[src/rtl/bfx_pkg.sv]
package bfx_pkg;
  typedef enum logic [2:0] {
    ST_IDLE,
    ST_READ,
    ST_CAPT,
    ST_WRITE,
    ST_RESP
  } bfx_state_e;
endpackage

[src/rtl/bfx_mask_gen.sv]
module bfx_mask_gen #(
  parameter int DATA_W = 16,
  parameter int IDX_W  = $clog2(DATA_W)
) (
  input  logic [IDX_W-1:0]  wid_m1,
  output logic [DATA_W-1:0] mask
);
  // Right-justified mask: entry n has bits n..0 set
  for (genvar i = 0; i < DATA_W; i++) begin : g_bit
    assign mask[i] = ({1'b0, wid_m1} >= (IDX_W+1)'(i));
  end

  always_comb begin
    // contiguous from bit 0
    a_r2_mask_shape: assert (mask[0] && ((mask & (mask + DATA_W'(1))) == '0));
  end
endmodule

[src/rtl/bfx_rotl.sv]
module bfx_rotl #(
  parameter int DATA_W = 16,
  parameter int CNT_W  = $clog2(DATA_W)
) (
  input  logic [DATA_W-1:0] din,
  input  logic [CNT_W-1:0]  cnt,
  output logic [DATA_W-1:0] dout
);
  logic [DATA_W-1:0] stg [0:CNT_W];

  assign stg[0] = din;
  for (genvar k = 0; k < CNT_W; k++) begin : g_stage
    localparam int SH = 1 << k;
    assign stg[k+1] = cnt[k] ? {stg[k][DATA_W-1-SH:0], stg[k][DATA_W-1:DATA_W-SH]}
                             : stg[k];
  end
  assign dout = stg[CNT_W];

  always_comb begin
    // a zero count passes the word through untouched
    a_r6_zero_count: assert (cnt != '0 || dout == din);
  end
endmodule

[src/rtl/bfx_unit.sv]
module bfx_unit #(
  parameter int DATA_W = 16,
  parameter int ADDR_W = 10,
  parameter int OFF_W  = 8,
  localparam int IDX_W  = $clog2(DATA_W),
  localparam int DESC_W = 2 * IDX_W
) (
  input  logic              clk,
  input  logic              rst_n,
  input  logic              cmd_valid,
  output logic              cmd_ready,
  input  logic              cmd_insert,
  input  logic [ADDR_W-1:0] cmd_base,
  input  logic [OFF_W-1:0]  cmd_offset,
  input  logic [DESC_W-1:0] cmd_desc,
  input  logic [DATA_W-1:0] cmd_data,
  output logic              res_valid,
  input  logic              res_ready,
  output logic [DATA_W-1:0] res_data,
  output logic              mem_req,
  output logic              mem_we,
  output logic [ADDR_W-1:0] mem_addr,
  output logic [DATA_W-1:0] mem_wdata,
  input  logic [DATA_W-1:0] mem_rdata
);
  import bfx_pkg::*;

  bfx_state_e        state_q, state_d;
  logic              ins_q;
  logic [IDX_W-1:0]  pos_q, wm1_q;
  logic [DATA_W-1:0] data_q, out_q;
  logic [ADDR_W-1:0] addr_q;

  logic [IDX_W-1:0]  rot_cnt, back_cnt;
  logic [DATA_W-1:0] mask, rot_w, merged, ins_w, ext_w;

  assign rot_cnt  = pos_q + wm1_q + IDX_W'(1);
  assign back_cnt = IDX_W'(0) - rot_cnt;

  bfx_mask_gen #(.DATA_W(DATA_W), .IDX_W(IDX_W)) u_mask (
    .wid_m1 (wm1_q),
    .mask   (mask)
  );

  bfx_rotl #(.DATA_W(DATA_W), .CNT_W(IDX_W)) u_rot_fwd (
    .din  (mem_rdata),
    .cnt  (rot_cnt),
    .dout (rot_w)
  );

  assign ext_w  = rot_w & mask;
  assign merged = (rot_w & ~mask) | (data_q & mask);

  bfx_rotl #(.DATA_W(DATA_W), .CNT_W(IDX_W)) u_rot_back (
    .din  (merged),
    .cnt  (back_cnt),
    .dout (ins_w)
  );

  always_comb begin
    state_d = state_q;
    unique case (state_q)
      ST_IDLE:  if (cmd_valid) state_d = ST_READ;
      ST_READ:  state_d = ST_CAPT;
      ST_CAPT:  state_d = ins_q ? ST_WRITE : ST_RESP;
      ST_WRITE: state_d = ST_RESP;
      ST_RESP:  if (res_ready) state_d = ST_IDLE;
      default:  state_d = ST_IDLE;
    endcase
  end

  always_ff @(posedge clk) begin
    if (!rst_n) begin
      state_q <= ST_IDLE;
      ins_q   <= 1'b0;
      pos_q   <= '0;
      wm1_q   <= '0;
      data_q  <= '0;
      addr_q  <= '0;
      out_q   <= '0;
    end else begin
      state_q <= state_d;
      if (state_q == ST_IDLE && cmd_valid) begin
        ins_q  <= cmd_insert;
        pos_q  <= cmd_desc[DESC_W-1:IDX_W];
        wm1_q  <= cmd_desc[IDX_W-1:0];
        data_q <= cmd_data;
        addr_q <= cmd_base + ADDR_W'(cmd_offset);
      end
      if (state_q == ST_CAPT) out_q <= ins_q ? ins_w : ext_w;
    end
  end

  assign cmd_ready = (state_q == ST_IDLE);
  assign res_valid = (state_q == ST_RESP);
  assign res_data  = out_q;
  assign mem_req   = (state_q == ST_READ) || (state_q == ST_WRITE);
  assign mem_we    = (state_q == ST_WRITE);
  assign mem_addr  = addr_q;
  assign mem_wdata = out_q;

  // held result stays put under back-pressure
  a_r8_res_hold: assert property (@(posedge clk) disable iff (!rst_n)
    res_valid && !res_ready |=> res_valid && $stable(res_data));

  // no second command while one is in flight
  a_r8_busy: assert property (@(posedge clk) disable iff (!rst_n)
    cmd_valid && cmd_ready |=> !cmd_ready);

  // write lands on the read address, two cycles after the read
  a_r4_write_addr: assert property (@(posedge clk) disable iff (!rst_n)
    mem_req && mem_we |-> $past(mem_req, 2) && !$past(mem_we, 2)
                          && mem_addr == $past(mem_addr, 2));

  // accesses never come back to back
  a_r7_single_access: assert property (@(posedge clk) disable iff (!rst_n)
    mem_req |=> !mem_req);
endmodule

[config.mk]
export PLATFORM = sky130hd
export DESIGN_NAME = bfx_unit
export DESIGN_NICKNAME = d
export VERILOG_FILES = /design/src/rtl/bfx_pkg.sv /design/src/rtl/bfx_mask_gen.sv /design/src/rtl/bfx_rotl.sv /design/src/rtl/bfx_unit.sv
export SDC_FILE = /design/constraint.sdc
export NUM_CORES = 1
export LEC_CHECK = 0
export BUFFER_PORTS_ARGS = -buffer_cell sky130_fd_sc_hd__buf_2
export CORE_MARGIN = 5
export CORE_UTILIZATION = 56
export CTS_CLUSTER_SIZE = 14
export DETAILED_ROUTE_END_ITERATION = 8
export GPL_TIMING_DRIVEN = 0
export PLACE_DENSITY = 0.88
export SETUP_SLACK_MARGIN = 0.15
export SLEW_MARGIN = 20
export SYNTH_ARGS = -nofsm -noshare
export SYNTH_HDL_FRONTEND = slang
export SYNTH_HIERARCHICAL = 1
export SYNTH_SLANG_ARGS = --single-unit
[constraint.sdc]
create_clock -name clk -period 5.88 [get_ports clk]
set_input_delay 0.588 -clock clk [delete_from_list [all_inputs] [get_ports clk]]
set_output_delay 0.588 -clock clk [all_outputs]
set_load 0.02 [all_outputs]
==> run metrics, run 1 <==
synthesized flop and latch total=54; start of the worst register-to-register path=wm1_q[0]; DRT Pass-1 Iters=5; Multi-input gate area=3330 um2; Crit path max-delay family=multiplexers; Met1 Wirelength=4.98 mm; net switching power=657 uW; Critical-path top delay cell=mux4_1; Setup crit start kind=register; CP startpoint=wm1_q[0]; routed length per instance=18.3 um; Slew Limit Fails=0; sequential share of power=0.235; CTS tree=yes; Setup Buffers After CTS=0; DP Area=5490 um2; Comb power frac=0.612; Clk pwr share=0.153; share of the synthesized area in the top cell type=0.224; switching share of power=0.374; Int Pwr=about 1.1 mW; Final min period=around 4.7 ns; VDD IR max=around 0.14 mV; R2R Path End=mem_wdata[3]; Tot Pwr=1.76 mW; cts hold-fix bufs=0; final hold slack=0.469 ns; Top Ports=109; Slew Limit Headroom=0.663; R2R cell count=16; starting density of the core=0.580; CTS buffer count=5; outcome=finished clean; CTS root buffer=clkbuf_8; vias in the first global route=~4000; LEAKAGE=roughly 2.6 nW; CP bufs+invs=4; Area Growth Syn to Fin=16.4%; # Max-Cap Violations=0; CP cell instances=inv_1 > ha_1 > inv_1 > a21o_1 > a21oi_1 > xnor2_1 > buf_2 > buf_2 > mux4_1 > mux4_1 > mux2_2 > mux4_1 > mux4_2 > nand2_1 > o211ai_1 > o211a_1; RSZ-0062 raised after global routing=no; post-synthesis cell count=456; GPL Wtd Cong=0.954; syn_nets=533; DR vias=4194; most frequent cells in the layout=buf_2 (121), nand2_1 (95), dfxtp_1 (54); PD cells=313 nW/um2; routed wl met3=1.07 mm; Clock Latency Late Sink=approximately 0.32 ns; critical path required time=6.10 ns; Die X=103 um; Worst Setup End Kind=register; CTS H-tree depth=2; die area=10600 um2; post-synth top area cell=dfxtp_1; crit-path max cell delay=0.59 ns; syn avg cell area=10.6 um2; Post-DRT Antenna Nets=0; Netlist Area Pre-Place=slightly below 5000 um2; core box area=8300 um2; Top Metal Used=met4; Warnings, synthesis=6; crit-path max FO=10; WL final=12.4 mm; Cell variety after synth=50; DR WL met2=6.10 mm; Port-buffer cells=approximately 110; GRT Total Usage=0.235; most common cell after layout, fill and taps aside=buf_2; Inserted Diodes=0; Final Hold Violating Endpoints=0; Data arrival, critical path=approximately 5 ns; Synth area leaders=dfxtp_1 (22%), mux4_2 (17%), mux4_1 (15%); final setup margin=1.18 ns; Final setup viols=0; # DRC=0; Period Utilization, post-route=0.799; share of cells above drive strength 1=0.372; clk sink count=54; Clk pin slew, worst setup/hold paths=0.12 ns; Rows=33; Fin Clk Skew=0.0104 ns; Worst path depth=16; R2R Setup Slk=1.18 ns; post-CTS sizing=0; Overflow after GRT=0; Least-Margin Pin Slew=between 0.5 and 0.6 ns; maximum number of pins on one net before global-route repair=19; register area=1080 um2; clk buf depth=2; critical path type=register to register; Post-Place Worst Slack=around 1.2 ns; most frequent CP cell=mux4_1; Max Fclk=between 200 and 250 MHz; initial antenna violation count=0; Detailed Place HPWL=10.3 mm; drt via density=a little over 6; async set-reset flop share out of synthesis=0; cell area after layout=around 5600 um2; die height=103 um; CP Capture Point=mem_wdata[3]; Worst Hold Class=register to register; Fill cells=662; sequential fraction of the synthesis area=0.224; final layout net count=648; DR iter-0 viols=297; number of enable flip-flop cells after synthesis=0; Setup TNS=0 ns; first-pass GRT wire length=19.5 mm; Synth Flop Type=dfxtp_1
==> Yosys cell counts, types with 2 or more instances <==
cell / instances
nor2b_1: 3
mux2_2: 16
fa_1: 2
xor2_1: 3
nor2_1: 10
buf_12: 2
and2_1: 6
nor3_2: 2
mux4_1: 28
nand4_1: 2
o211a_1: 17
and3_1: 3
inv_1: 12
nand2_1: 95
a21o_1: 4
buf_2: 13
dfxtp_1: 54
o211ai_1: 16
ha_1: 12
a21boi_0: 27
a21oi_1: 5
nand3_1: 7
buf_6: 4
a31oi_1: 2
o21ai_0: 6
nand2b_1: 3
xnor2_1: 6
clkbuf_1: 22
or4b_1: 2
mux4_2: 36
buf_4: 17
==> routing by layer <==
| metal | GRT usage | up-vias |
|---|---|---|
| li1 | - | 1950 |
| met2 | 0.418 | 221 |
| met5 | 0 | - |
| met1 | 0.305 | 2004 |
| met4 | 0.0558 | 0 |
| met3 | 0.0338 | 19 |
==> flip-flops by register name, summed over array words and instances (netlist names) <==
name	count
data_q	16
ins_q	1
mem_addr	10
mem_wdata	16
pos_q	4
state_q	3
wm1_q	4
==> layout make-up <==
class	instances	share of cell area
Buffer	58	0.0643
Timing Repair Buffer	108	0.0964
Clock buffer	5	0.0123
Multi-Input combinational cell	332	0.594
Sequential cell	54	0.193
Inverter	12	0.00804
Tap cell	105	0.0234
Clock inverter	3	0.00871
==> power groups by stage <==
stage | registers, mW | logic (mW) | clock network [mW]
floorplan | 0.433 | 0.811 | 0
global placement | 0.420 | 1.02 | 0
detailed placement | 0.422 | 1.05 | 0
CTS | 0.413 | 1.06 | 0.268
global route | 0.417 | 1.14 | 0.283
finish | 0.413 | 1.07 | 0.269
==> worst min-delay path: cells and delay by family, from the launching register on <==
kind             cells  cell delay (ns)
flip-flops           1             0.32
AO/OA/AOI/OAI        1             0.06
AND/OR/NAND/NOR      1             0.04
==> worst min path at each step <==
| stage | to | depth (start not counted) | start |
|---|---|---|---|
| after global routing | data_q[8] | 2 | data_q[8] |
| after floorplan | data_q[10] | 2 | data_q[10] |
| after CTS | data_q[6] | 2 | data_q[6] |
| after global placement | mem_addr[0] | 2 | mem_addr[0] |
| final | data_q[6] | 2 | data_q[6] |
| after detailed placement | data_q[6] | 2 | data_q[6] |
==> stage by stage <==
stage / utilization / instances
finish: 0.675 / 677
global route: 0.675 / 677
CTS: 0.675 / 677
detailed placement: 0.661 / 669
global placement: 0.661 / 669
floorplan: - / 456
==> logic make-up (layout without fill, tap and decap cells) <==
family                     count (synthesis)  in the layout  synth area share
muxes                                     81             81             0.361
adders and majority gates                 14             14            0.0395
xor gates and xnor gates                   9              9            0.0164
DFF                                       54             54             0.224
other                                      1              1          0.000779
AOI/OAI and AO/OA                         88             88             0.146
buffers and inverters                     70            186            0.0842
and+or+nand+nor                          139            139             0.128
Power figures use the tool's default switching activity.
==> run 2, diff against run 1 <==
--- a/config.mk
+++ b/config.mk
@@ -7,11 +7,11 @@
 export LEC_CHECK = 0
 export BUFFER_PORTS_ARGS = -buffer_cell sky130_fd_sc_hd__buf_2
 export CORE_MARGIN = 5
-export CORE_UTILIZATION = 56
+export CORE_UTILIZATION = 50
 export CTS_CLUSTER_SIZE = 14
 export DETAILED_ROUTE_END_ITERATION = 8
 export GPL_TIMING_DRIVEN = 0
-export PLACE_DENSITY = 0.88
+export PLACE_DENSITY = 0.84
 export SETUP_SLACK_MARGIN = 0.15
 export SLEW_MARGIN = 20
 export SYNTH_ARGS = -nofsm -noshare
==> constraint.sdc (replaced) <==
create_clock -name clk -period 4.05 [get_ports clk]
set_input_delay 0.405 -clock clk [delete_from_list [all_inputs] [get_ports clk]]
set_output_delay 0.405 -clock clk [all_outputs]
set_load 0.02 [all_outputs]
==> run metrics, run 2 (synthesized netlist as in run 1, its figures left out) <==
outcome=finished with violations (was finished clean); violated checks=setup timing; DR iter-0 viols=223 (was 297); Top Ports=109 (unchanged); core box area=9330 um2 (was 8300 um2); Overflow after GRT=0 (unchanged); Tot Pwr=2.60 mW (was 1.76 mW); Port-buffer cells=108 (unchanged); Post-DRT Antenna Nets=0 (unchanged); vias in the first global route=3971 (was 3963); drt via density=5.97 (was 6.19); die height=108 um (was 103 um); WL final=12.6 mm (was 12.4 mm); Final setup viols=16 (was 0); CTS root buffer=clkbuf_8 (unchanged); net switching power=972 uW (was 657 uW); starting density of the core=0.516 (was 0.580); Detailed Place HPWL=10.3 mm (about the same); first-pass GRT wire length=19.9 mm (was 19.5 mm); placed cells=693 (was 669); Slew Limit Fails=0 (unchanged); Multi-input gate area=3320 um2 (was 3330 um2); Worst Hold Class=input port to register (was register to register); Fin Clk Skew=0.0178 ns (was 0.0104 ns); # Max-Cap Violations=0 (unchanged); register area=1090 um2 (was 1080 um2); most frequent cells in the layout=buf_2 (119), nand2_1 (94), mux4_2 (58) (was buf_2 (121), nand2_1 (95), dfxtp_1 (54)); share of cells above drive strength 1=0.445 (was 0.372); fin cells=715 (was 677); Setup crit start kind=register (unchanged); Final min period=4.30 ns (was 4.70 ns); Max Fclk=233 MHz (was 213 MHz); GPL Wtd Cong=0.938 (was 0.954); Rows=35 (was 33); critical path type=register to register (unchanged); Int Pwr=1.63 mW (was 1.10 mW); Least-Margin Pin Slew=0.524 ns (was 0.505 ns); routed length per instance=17.6 um (was 18.3 um); final setup margin=-0.246 ns (was 1.18 ns); Slew Limit Headroom=0.651 (was 0.663); switching share of power=0.374 (about the same); Inserted Diodes=0 (unchanged); Final Hold Violating Endpoints=0 (unchanged); initial antenna violation count=0 (unchanged); most common cell after layout, fill and taps aside=buf_2 (unchanged); DR vias=4268 (was 4194); # DRC=0 (unchanged); PD cells=454 nW/um2 (was 313 nW/um2); VDD IR max=0.239 mV (was 0.139 mV); sequential share of power=0.232 (was 0.235); critical path required time=4.26 ns (was 6.10 ns); final hold slack=0.318 ns (was 0.469 ns); Data arrival, critical path=4.50 ns (was 4.92 ns); CTS buffer count=5 (unchanged); Post-Place Worst Slack=-0.327 ns (was 1.22 ns); Die X=108 um (was 103 um); Fill cells=787 (was 662); crit-path max FO=8 (was 10); Clk pwr share=0.122 (was 0.153); Area Growth Syn to Fin=19.0% (was 16.4%); die area=11700 um2 (was 10600 um2); Worst Setup End Kind=register (unchanged); maximum number of pins on one net before global-route repair=20 (was 19); Clock Latency Late Sink=0.31 ns (was 0.32 ns); Clk pin slew, worst setup/hold paths=0.11 ns (was 0.12 ns); most frequent CP cell=mux4_2 (was mux4_1); CTS tree=yes (unchanged); crit-path max cell delay=0.54 ns (was 0.59 ns); clk sink count=54 (unchanged); clk buf depth=2 (unchanged); Critical-path top delay cell=fa_1 (was mux4_1); Period Utilization, post-route=1.06 (was 0.799); GRT Total Usage=0.214 (was 0.235); Comb power frac=0.646 (was 0.612); final layout net count=662 (was 648); share of the core filled with cells=0.614 (was 0.675); CTS H-tree depth=2 (unchanged); LEAKAGE=2.65 nW (was 2.63 nW); RSZ-0062 raised after global routing=yes (was no); CP cell instances=inv_4 > ha_4 > inv_2 > fa_1 > buf_6 > buf_12 > mux4_2 > mux4_2 > mux2_4 > mux4_2 > mux4_2 > nand2_1 > o211ai_1 > o211a_1 (was inv_1 > ha_1 > inv_1 > a21o_1 > a21oi_1 > xnor2_1 > buf_2 > buf_2 > mux4_1 > mux4_1 > mux2_2 > mux4_1 > mux4_2 > nand2_1 > o211ai_1 > o211a_1); DRT Pass-1 Iters=5 (unchanged)
run 2: through the flow:
stage	cell area [um2]	setup TNS (ns)
finish	5730	-3.42
detailed placement	5460	-4.81
global placement	5460	-4.24
CTS	5660	-2.56
floorplan	4760	0
global route	5730	-5.17
run 2: power by group through the flow:
stage                     sequential (mW)  combinational [mW]  clock [mW]
after floorplan                     0.628                1.22           0
after global placement              0.611                1.54           0
after detailed placement            0.613                1.56           0
after CTS                           0.601                1.61       0.327
after global routing                0.607                1.77       0.353
final                               0.602                1.68       0.318
run 2: worst max-delay path: cells and delay by family (launching register included):
| family | cells | cell delay [ns] |
|---|---|---|
| adders and majority gates | 2 | 0.66 |
| buffers and inverters | 4 | 0.39 |
| and+or+nand+nor | 1 | 0.08 |
| DFF | 1 | 0.37 |
| muxes | 5 | 2.40 |
| AOI/OAI and AO/OA | 2 | 0.28 |
run 2: area by class of cell:
type / count / share of cell area
timing repair buffer: 122 / 0.113
sequential: 54 / 0.190
clock inverter: 3 / 0.00459
clock buffer: 5 / 0.0120
buffer: 58 / 0.0646
multi-input combinational: 332 / 0.580
tap: 129 / 0.0282
inverter: 12 / 0.00830
run 2: repair_timing:
action | in CTS | in global routing
endpoints found under the setup margin | 16 | 16
setup buffers | 8 | 6
endpoints found under the hold margin | 0 | 0
pin swaps | 2 | 3
hold buffers | 0 | 0
gates resized for setup | 15 | 5
run 2: layer usage:
layer  routed length (um)  vias to the layer above  track usage
li1                     -                     1964            -
met1                 4960                     2071        0.278
met2                 6290                      214        0.377
met3                 1150                       19       0.0364
met4                  204                        0       0.0469
met5                    0                        -            0
run 2: worst paths after layout:
| kind | start | to | slack [ns] | cells after the start |
|---|---|---|---|---|
| worst max-delay path | wm1_q[0] | mem_wdata[5] | -0.25 | 14 |
| worst min-delay path | cmd_desc[0] | wm1_q[0] | 0.32 | 3 |
| worst min register to register | data_q[0] | data_q[0] | 0.47 | 2 |
| worst max register to register | wm1_q[0] | mem_wdata[5] | -0.25 | 14 |
